`src/rtl/nib_bus_pkg.sv`:
```
package nib_bus_pkg;
  localparam int unsigned ADDR_W = 4;
  localparam int unsigned DATA_W = 4;
  localparam int unsigned NREG   = 1 << ADDR_W;
endpackage

```
`src/rtl/nib_addr_latch.sv`:
```
module nib_addr_latch #(
  parameter int unsigned AW = 4
) (
  input  logic          clk_i,
  input  logic          rst_ni,
  input  logic          ale_i,
  input  logic [AW-1:0] addr_i,
  output logic [AW-1:0] addr_o
);
  logic [AW-1:0] addr_q;

  always_ff @(posedge clk_i or negedge rst_ni) begin
    if (!rst_ni)    addr_q <= '0;
    else if (ale_i) addr_q <= addr_i;
  end

  // transparent while strobe high
  assign addr_o = ale_i ? addr_i : addr_q;

  assert_addr_hold_R2: assert property (@(posedge clk_i) disable iff (!rst_ni)
    !ale_i |=> $stable(addr_q));
endmodule

```
`src/rtl/nib_wr_ctrl.sv`:
```
module nib_wr_ctrl #(
  parameter int unsigned AW = 4,
  parameter int unsigned DW = 4
) (
  input  logic          clk_i,
  input  logic          rst_ni,
  input  logic          wr_act_i,
  input  logic          rd_act_i,
  input  logic          sel_i,
  input  logic [AW-1:0] addr_i,
  input  logic [DW-1:0] data_i,
  output logic          fire_o,
  output logic [AW-1:0] addr_o,
  output logic [DW-1:0] data_o
);
  logic          wr_q, sel_q, clash_q;
  logic [AW-1:0] addr_q;
  logic [DW-1:0] data_q;
  logic          release_w;

  assign release_w = wr_q & ~wr_act_i;

  always_ff @(posedge clk_i or negedge rst_ni) begin
    if (!rst_ni) begin
      wr_q    <= 1'b0;
      sel_q   <= 1'b0;
      clash_q <= 1'b0;
      addr_q  <= '0;
      data_q  <= '0;
    end else begin
      wr_q <= wr_act_i;
      if (wr_act_i) begin
        addr_q  <= addr_i;
        data_q  <= data_i;
        sel_q   <= sel_i;
        // clash history restarts with each new pulse
        clash_q <= (wr_q & clash_q) | rd_act_i;
      end
    end
  end

  always_ff @(posedge clk_i or negedge rst_ni) begin
    if (!rst_ni) begin
      fire_o <= 1'b0;
      addr_o <= '0;
      data_o <= '0;
    end else begin
      fire_o <= release_w & sel_q & ~clash_q;
      if (release_w) begin
        addr_o <= addr_q;
        data_o <= data_q;
      end
    end
  end

  assert_fire_after_release_R5: assert property (@(posedge clk_i) disable iff (!rst_ni)
    fire_o |-> (!$past(wr_act_i) && $past(wr_act_i, 2)));

  assert_single_fire_R6: assert property (@(posedge clk_i) disable iff (!rst_ni)
    fire_o |=> !fire_o);
endmodule

```
`src/rtl/nib_wr_decode.sv`:
```
module nib_wr_decode #(
  parameter int unsigned AW   = 4,
  parameter int unsigned NREG = 16
) (
  input  logic            fire_i,
  input  logic [AW-1:0]   addr_i,
  output logic [NREG-1:0] wr_en_o
);
  for (genvar i = 0; i < NREG; i++) begin : g_dec
    assign wr_en_o[i] = fire_i && (addr_i == AW'(i));
  end
endmodule

```
`src/rtl/nib_bus_if.sv`:
```
module nib_bus_if #(
  parameter int unsigned AW   = nib_bus_pkg::ADDR_W,
  parameter int unsigned DW   = nib_bus_pkg::DATA_W,
  parameter int unsigned NREG = 1 << AW
) (
  input  logic            clk_i,
  input  logic            rst_ni,
  input  logic            ale_i,
  input  logic            cs_hi_i,
  input  logic            cs_lo_ni,
  input  logic            rd_ni,
  input  logic            wr_ni,
  input  logic [AW-1:0]   addr_i,
  input  logic [DW-1:0]   data_i,
  output logic [DW-1:0]   data_o,
  output logic            data_oe_o,
  output logic [AW-1:0]   rd_sel_o,
  input  logic [DW-1:0]   reg_rdata_i,
  output logic [NREG-1:0] wr_en_o,
  output logic [DW-1:0]   wr_data_o
);
  logic          sel_w, rd_act_w, wr_act_w, fire_w;
  logic [AW-1:0] eff_addr_w, wr_addr_w;

  assign sel_w    = cs_hi_i & ~cs_lo_ni;
  assign rd_act_w = ~rd_ni;
  assign wr_act_w = ~wr_ni;

  nib_addr_latch #(.AW(AW)) i_latch (
    .clk_i  (clk_i),
    .rst_ni (rst_ni),
    .ale_i  (ale_i),
    .addr_i (addr_i),
    .addr_o (eff_addr_w)
  );

  nib_wr_ctrl #(.AW(AW), .DW(DW)) i_wr_ctrl (
    .clk_i    (clk_i),
    .rst_ni   (rst_ni),
    .wr_act_i (wr_act_w),
    .rd_act_i (rd_act_w),
    .sel_i    (sel_w),
    .addr_i   (eff_addr_w),
    .data_i   (data_i),
    .fire_o   (fire_w),
    .addr_o   (wr_addr_w),
    .data_o   (wr_data_o)
  );

  nib_wr_decode #(.AW(AW), .NREG(NREG)) i_dec (
    .fire_i  (fire_w),
    .addr_i  (wr_addr_w),
    .wr_en_o (wr_en_o)
  );

  assign rd_sel_o  = eff_addr_w;
  assign data_oe_o = sel_w & rd_act_w & ~wr_act_w;
  assign data_o    = data_oe_o ? reg_rdata_i : '0;

  assert_wr_onehot_R4: assert property (@(posedge clk_i) disable iff (!rst_ni)
    $onehot0(wr_en_o));

  assert_wr_selected_R9: assert property (@(posedge clk_i) disable iff (!rst_ni)
    (|wr_en_o) |-> ($past(cs_hi_i, 2) && !$past(cs_lo_ni, 2)));

  assert_wr_no_read_R8: assert property (@(posedge clk_i) disable iff (!rst_ni)
    (|wr_en_o) |-> $past(rd_ni, 2));
endmodule

```
`config.mk`:
```
export PLATFORM = sky130hd
export DESIGN_NAME = nib_bus_if
export DESIGN_NICKNAME = d
export VERILOG_FILES = /design/src/rtl/nib_bus_pkg.sv /design/src/rtl/nib_addr_latch.sv /design/src/rtl/nib_wr_ctrl.sv /design/src/rtl/nib_wr_decode.sv /design/src/rtl/nib_bus_if.sv
export SDC_FILE = /design/constraint.sdc
export NUM_CORES = 1
export LEC_CHECK = 0
export ABC_AREA = 1
export CORE_ASPECT_RATIO = 1.4
export CORE_MARGIN = 2
export CORE_UTILIZATION = 41
export DETAILED_ROUTE_END_ITERATION = 6
export HOLD_SLACK_MARGIN = 0.02
export PLACE_DENSITY = 0.78
export SYNTH_ARGS = -nofsm -noshare
export SYNTH_HDL_FRONTEND = slang
export SYNTH_HIERARCHICAL = 1
export SYNTH_SLANG_ARGS = --single-unit
```
`constraint.sdc`:
```
create_clock -name clk_i -period 1.1 [get_ports clk_i]
set_input_delay 0.22 -clock clk_i [delete_from_list [all_inputs] [get_ports clk_i]]
set_output_delay 0.22 -clock clk_i [all_outputs]
set_load 0.02 [all_outputs]
```
Yosys cells after proc, flatten, opt, wreduce, memory -nomap -nowiden
Cells that the tools add are included.

operators by class
  equal/unequal tests = 15
  mux-type cells = 2
  bitwise logic cells = 12
  reduce and logical (&&, ||, !) cells = 17

operators by type and width
  kind                  number
  $eq A4 B4 Y1 const B  8
  $eq A4 B3 Y1 const B  4
  $logic_and A1 B1 Y1   16
  $eq A4 B2 Y1 const B  2
  $mux W4               2
  $and A1 B1 Y1         7
  $eq A4 B1 Y1 const B  1
  $logic_not A4 Y1      1
  $not A1 Y1            4
  $or A1 B1 Y1          1

word-level totals
  register bits = 24
  logic and storage cells = 55

Longest topological paths before layout
Gate-level depths: netlist (run 1).

  depth in word-level cells = 5
  mapped depth = 5
  mapped depth without buffers = 5

By module
Netlist (run 1), hierarchy kept.

by module, submodules not included
  module          times used  cells each  area each (um^2)
  nib_wr_ctrl     1           83          773.2
  nib_addr_latch  1           17          148.9
  nib_wr_decode   1           32          126.4
  nib_bus_if      1           15          68.8

Worst setup path after synthesis (run 1)
OpenSTA, ideal clock, no wires.

  kind = register to output
  start = register i_wr_ctrl.addr_o[0]
  end = output port wr_en_o[12]
  arrival time = 0.912 ns
  path slack = -0.032 ns
  cell stages (with the launch flop) = 4
  path buffers = 0
  cell sequence = dfrtp_1 inv_1 nand3_1 nor2_1

between the ends
  longest elaborated chain between the ends = 2

RTL lines
  item                    line                 text
  from (decl)             nib_wr_ctrl.sv:13    output logic [AW-1:0] addr_o,
  from (signal assigned)  nib_wr_ctrl.sv:50    addr_o <= addr_q;
  $eq A4 B4 Y1            nib_wr_decode.sv:10  assign wr_en_o[i] = fire_i && (addr_i == AW'(i));
  $logic_and A1 B1 Y1     nib_wr_decode.sv:10
  to (decl)               nib_bus_if.sv:19     output logic [NREG-1:0] wr_en_o,

Every way passes these cells.

Final worst setup path (run 1)
  start = register i_wr_ctrl.addr_o[1]
  end = output port wr_en_o[4]

between the ends
  longest elaborated chain between the ends = 2

RTL lines
  item                 line
  $eq A4 B3 Y1         nib_wr_decode.sv:10
  $logic_and A1 B1 Y1  nib_wr_decode.sv:10

Every way passes these cells.

==> run summary, run 1 <==
Max clock buf depth - 2
Failing checks - setup timing
Delay-heaviest family, CP - flip-flops
TritonCTS clock tree - built
Cell taking the most area after synthesis - dfrtp_1
Grt total ovfl - 0
Crit path buffers/inverters - 2
Clk_lat worst skew - 0.30 ns
Port buffer count - 47
Detailed router's first-iteration violation count - 19
GRT Util Overall - 19.0%
Crit end category - output port
Die Ht - 65.8 um
Slew Limit Fails - 0
M2 GR Usage - 38.0%
Largest net degree at the start of global routing - 25
Layout net count - 238
Netlist cell types - 13
Max stage delay on crit path - 0.49 ns
Run status - complete, but fails checks
Largest cells by area after synthesis - dfrtp_1, nand2_1, nor2_1
RD Place Congestion - 0.722
CP Max Fanout - 5
Final min period - 1.51 ns
Crit path kind - reg2out
Final hold vios - 0
First-pass DRT Iterations - 4
Row count - 22
Die area - 0.00316 mm^2
Critical path's slowest cell - dfrtp_2
Via Count - 1154
Post-Syn Instances - 147
Max Cap Viol - 0
Net Count, Synth - 166
Post-CTS Hold Fix Bufs - 0
Total placed instance area - 0.00174 mm^2
Effective utilization at floorplan - 42.7%
Met3 Use GR - 1.92%
Final wirelength - 3000 um
VDD IR-drop max - 0.795 mV
Global-route wire length before repair - 4390 um
# IOs - 48
WP data required - 0.88 ns
Final period util - 137%
Post-route DRC - 0
Seq cells post-synth - 24
Fin area - 0.00190 mm^2
Worst slew pin tran - 0.242 ns
Max Clk Rate - 661 MHz
Antenna Violating Nets Remaining - 0
Grt met1 use - 18.0%
Worst hold slack - 0.179 ns
Synth Area per Inst - 7.60 um^2
CTS Sinks - 24
Top-area cell type share of the netlist area - 53.8%
Crit path launch type - flop
Final Setup Violations - 20
Initial antenna violation count - 0
Share of cells above drive strength 1 - 45.0%
Ant diodes - 0
Dpl hpwl - 2170 um
Worst-path clk slew - 0.12 ns
Core ar. - 0.00262 mm^2
Vias in the first global route - 1136
Seq/Total Area, Yosys - 53.8%
Worst hold-check path type - in2reg
Setup TNS Final - -6.10 ns
Wirelength per Cell - 11.8 um
Clock buffer count from CTS - 3
Crit path cell chain - inv_4 > nand3_2 > nor2_1 > buf_4
Leakage Power - 0.00101 uW
Post-Syn Area - 0.00112 mm^2
Busiest layer in global routing - met2
RSZ-0062 raised after global routing - yes
Relative slew slack - 83.9%
CTS root buf - clkbuf_4
Arr. time, crit path - 1.29 ns
P&R area growth vs syn - 70.3%
H-Tree Depth - 1
Setup ws final - -0.412 ns
Die W - 48.1 um
Final Skew - 0.000986 ns
Via density - 4.54
Synth warn - 6
Power Dens Cells - 1090 mW/mm^2
==> sequential cells by signal, indices dropped and copies added (netlist names) <==
| signal | count |
|---|---|
| i_wr_ctrl/sel_q | 1 |
| i_wr_ctrl/addr_o | 4 |
| i_wr_ctrl/clash_q | 1 |
| i_wr_ctrl/data_o | 4 |
| i_wr_ctrl/data_q | 4 |
| i_latch/addr_q | 4 |
| i_wr_ctrl/fire_o | 1 |
| i_wr_ctrl/wr_q | 1 |
| i_wr_ctrl/addr_q | 4 |
==> synth_stat cells (all sizes together) <==
cell and instances:
buf 3, dfrtp 24, inv 15, nand2 68, nand3 14, nor2 23
==> report_power, final <==
part	total [uW]	leakage (uW)	switching [uW]	internal (uW)
combinational	583	0.000690	295	288
clock	435	0.0000210	234	202
sequential	1060	0.000296	81.9	977
total	2080	0.00101	610	1470
==> layout by cell type, fill, tap and decap left out, types with 7 or more instances in the layout <==
cell type / Yosys / final
inv_2: 2 / 7
nand2_1: 66 / 60
nor2_1: 21 / 10
nand3_1: 13 / 8
buf_6: 1 / 18
clkdlybuf4s50_1: 0 / 8
dfrtp_1: 24 / 22
nor2_2: 1 / 11
nand2_2: 2 / 7
buf_4: 2 / 31
==> final timing paths <==
kind / start / end / slack (ns) / cells after the start
max: i_wr_ctrl/addr_o[1]$_DFFE_PN0P_ / wr_en_o[4] / -0.41 / 4
min: rd_ni / i_wr_ctrl/clash_q$_DFFE_PN0P_ / 0.18 / 4
max reg2reg: i_latch/addr_q[3]$_DFF_PN0_ / i_wr_ctrl/addr_q[3]$_DFFE_PN0P_ / 0.11 / 6
min reg2reg: i_wr_ctrl/clash_q$_DFFE_PN0P_ / i_wr_ctrl/fire_o$_DFF_PN0_ / 0.44 / 1
max in group asynchronous: rst_ni / i_wr_ctrl/fire_o$_DFF_PN0_ / 0.70 / 2
min in group asynchronous: rst_ni / i_wr_ctrl/addr_o[1]$_DFFE_PN0P_ / 0.25 / 2
==> metrics by stage <==
step           util (%)  power, uW  worst slack, ns  cells
2_1_floorplan         -       1270          -0.0323    147
6_report           72.8       2080           -0.412    254
3_5_place_dp       66.4       1550           -0.784    241
5_1_grt            72.8       2190           -0.446    254
3_3_place_gp       66.4       1520           -0.705    241
4_1_cts            67.4       2000           -0.358    247
==> timing repair <==
action,in CTS,in global routing
gates cloned,0,0
setup endpoints to repair,29,28
resized for setup,187,31
pin swaps,14,12
endpoints found under the hold margin,0,0
buffers inserted,2,7
==> worst min-delay path: stages <==
cell	delay (ns)
buf_2	0.10
inv_1	0.04
nand2_1	0.05
nand2_1	0.05
==> layout make-up <==
class | count | area (um^2)
clock buffers | 4 | 36.3
fillers | 222 | 712
inverters | 15 | 61.3
multi-input cells | 105 | 524
flip-flops and latches | 24 | 603
well taps | 36 | 45.0
repair buffers | 70 | 633
==> metal layers <==
layer	vias to the layer above	wire [um]
li1	583	-
met1	536	1060
met2	35	1860
met3	0	78
met4	0	0
met5	-	0
==> kinds of logic (layout without fill, tap and decap cells) <==
| group | Yosys count | count (layout) | share of synthesized area (%) |
|---|---|---|---|
| flip-flops | 24 | 24 | 53.8 |
| buffers and inverters | 18 | 89 | 7.61 |
| AND/OR/NAND/NOR | 105 | 105 | 38.6 |
Power figures use the tool's default switching activity.
==> run 2: changes to the inputs <==
Settings changed: GPL_ROUTABILITY_DRIVEN set to 0.
==> results of run 2 <==
No change in the layout: final DEF, timing and power equal those of run 1.
==> run 3: changes to the inputs <==
Settings changed: HOLD_SLACK_MARGIN 0.02 to 0.12.
==> results of run 3 <==
No change in the layout: final DEF, timing and power equal those of run 1.
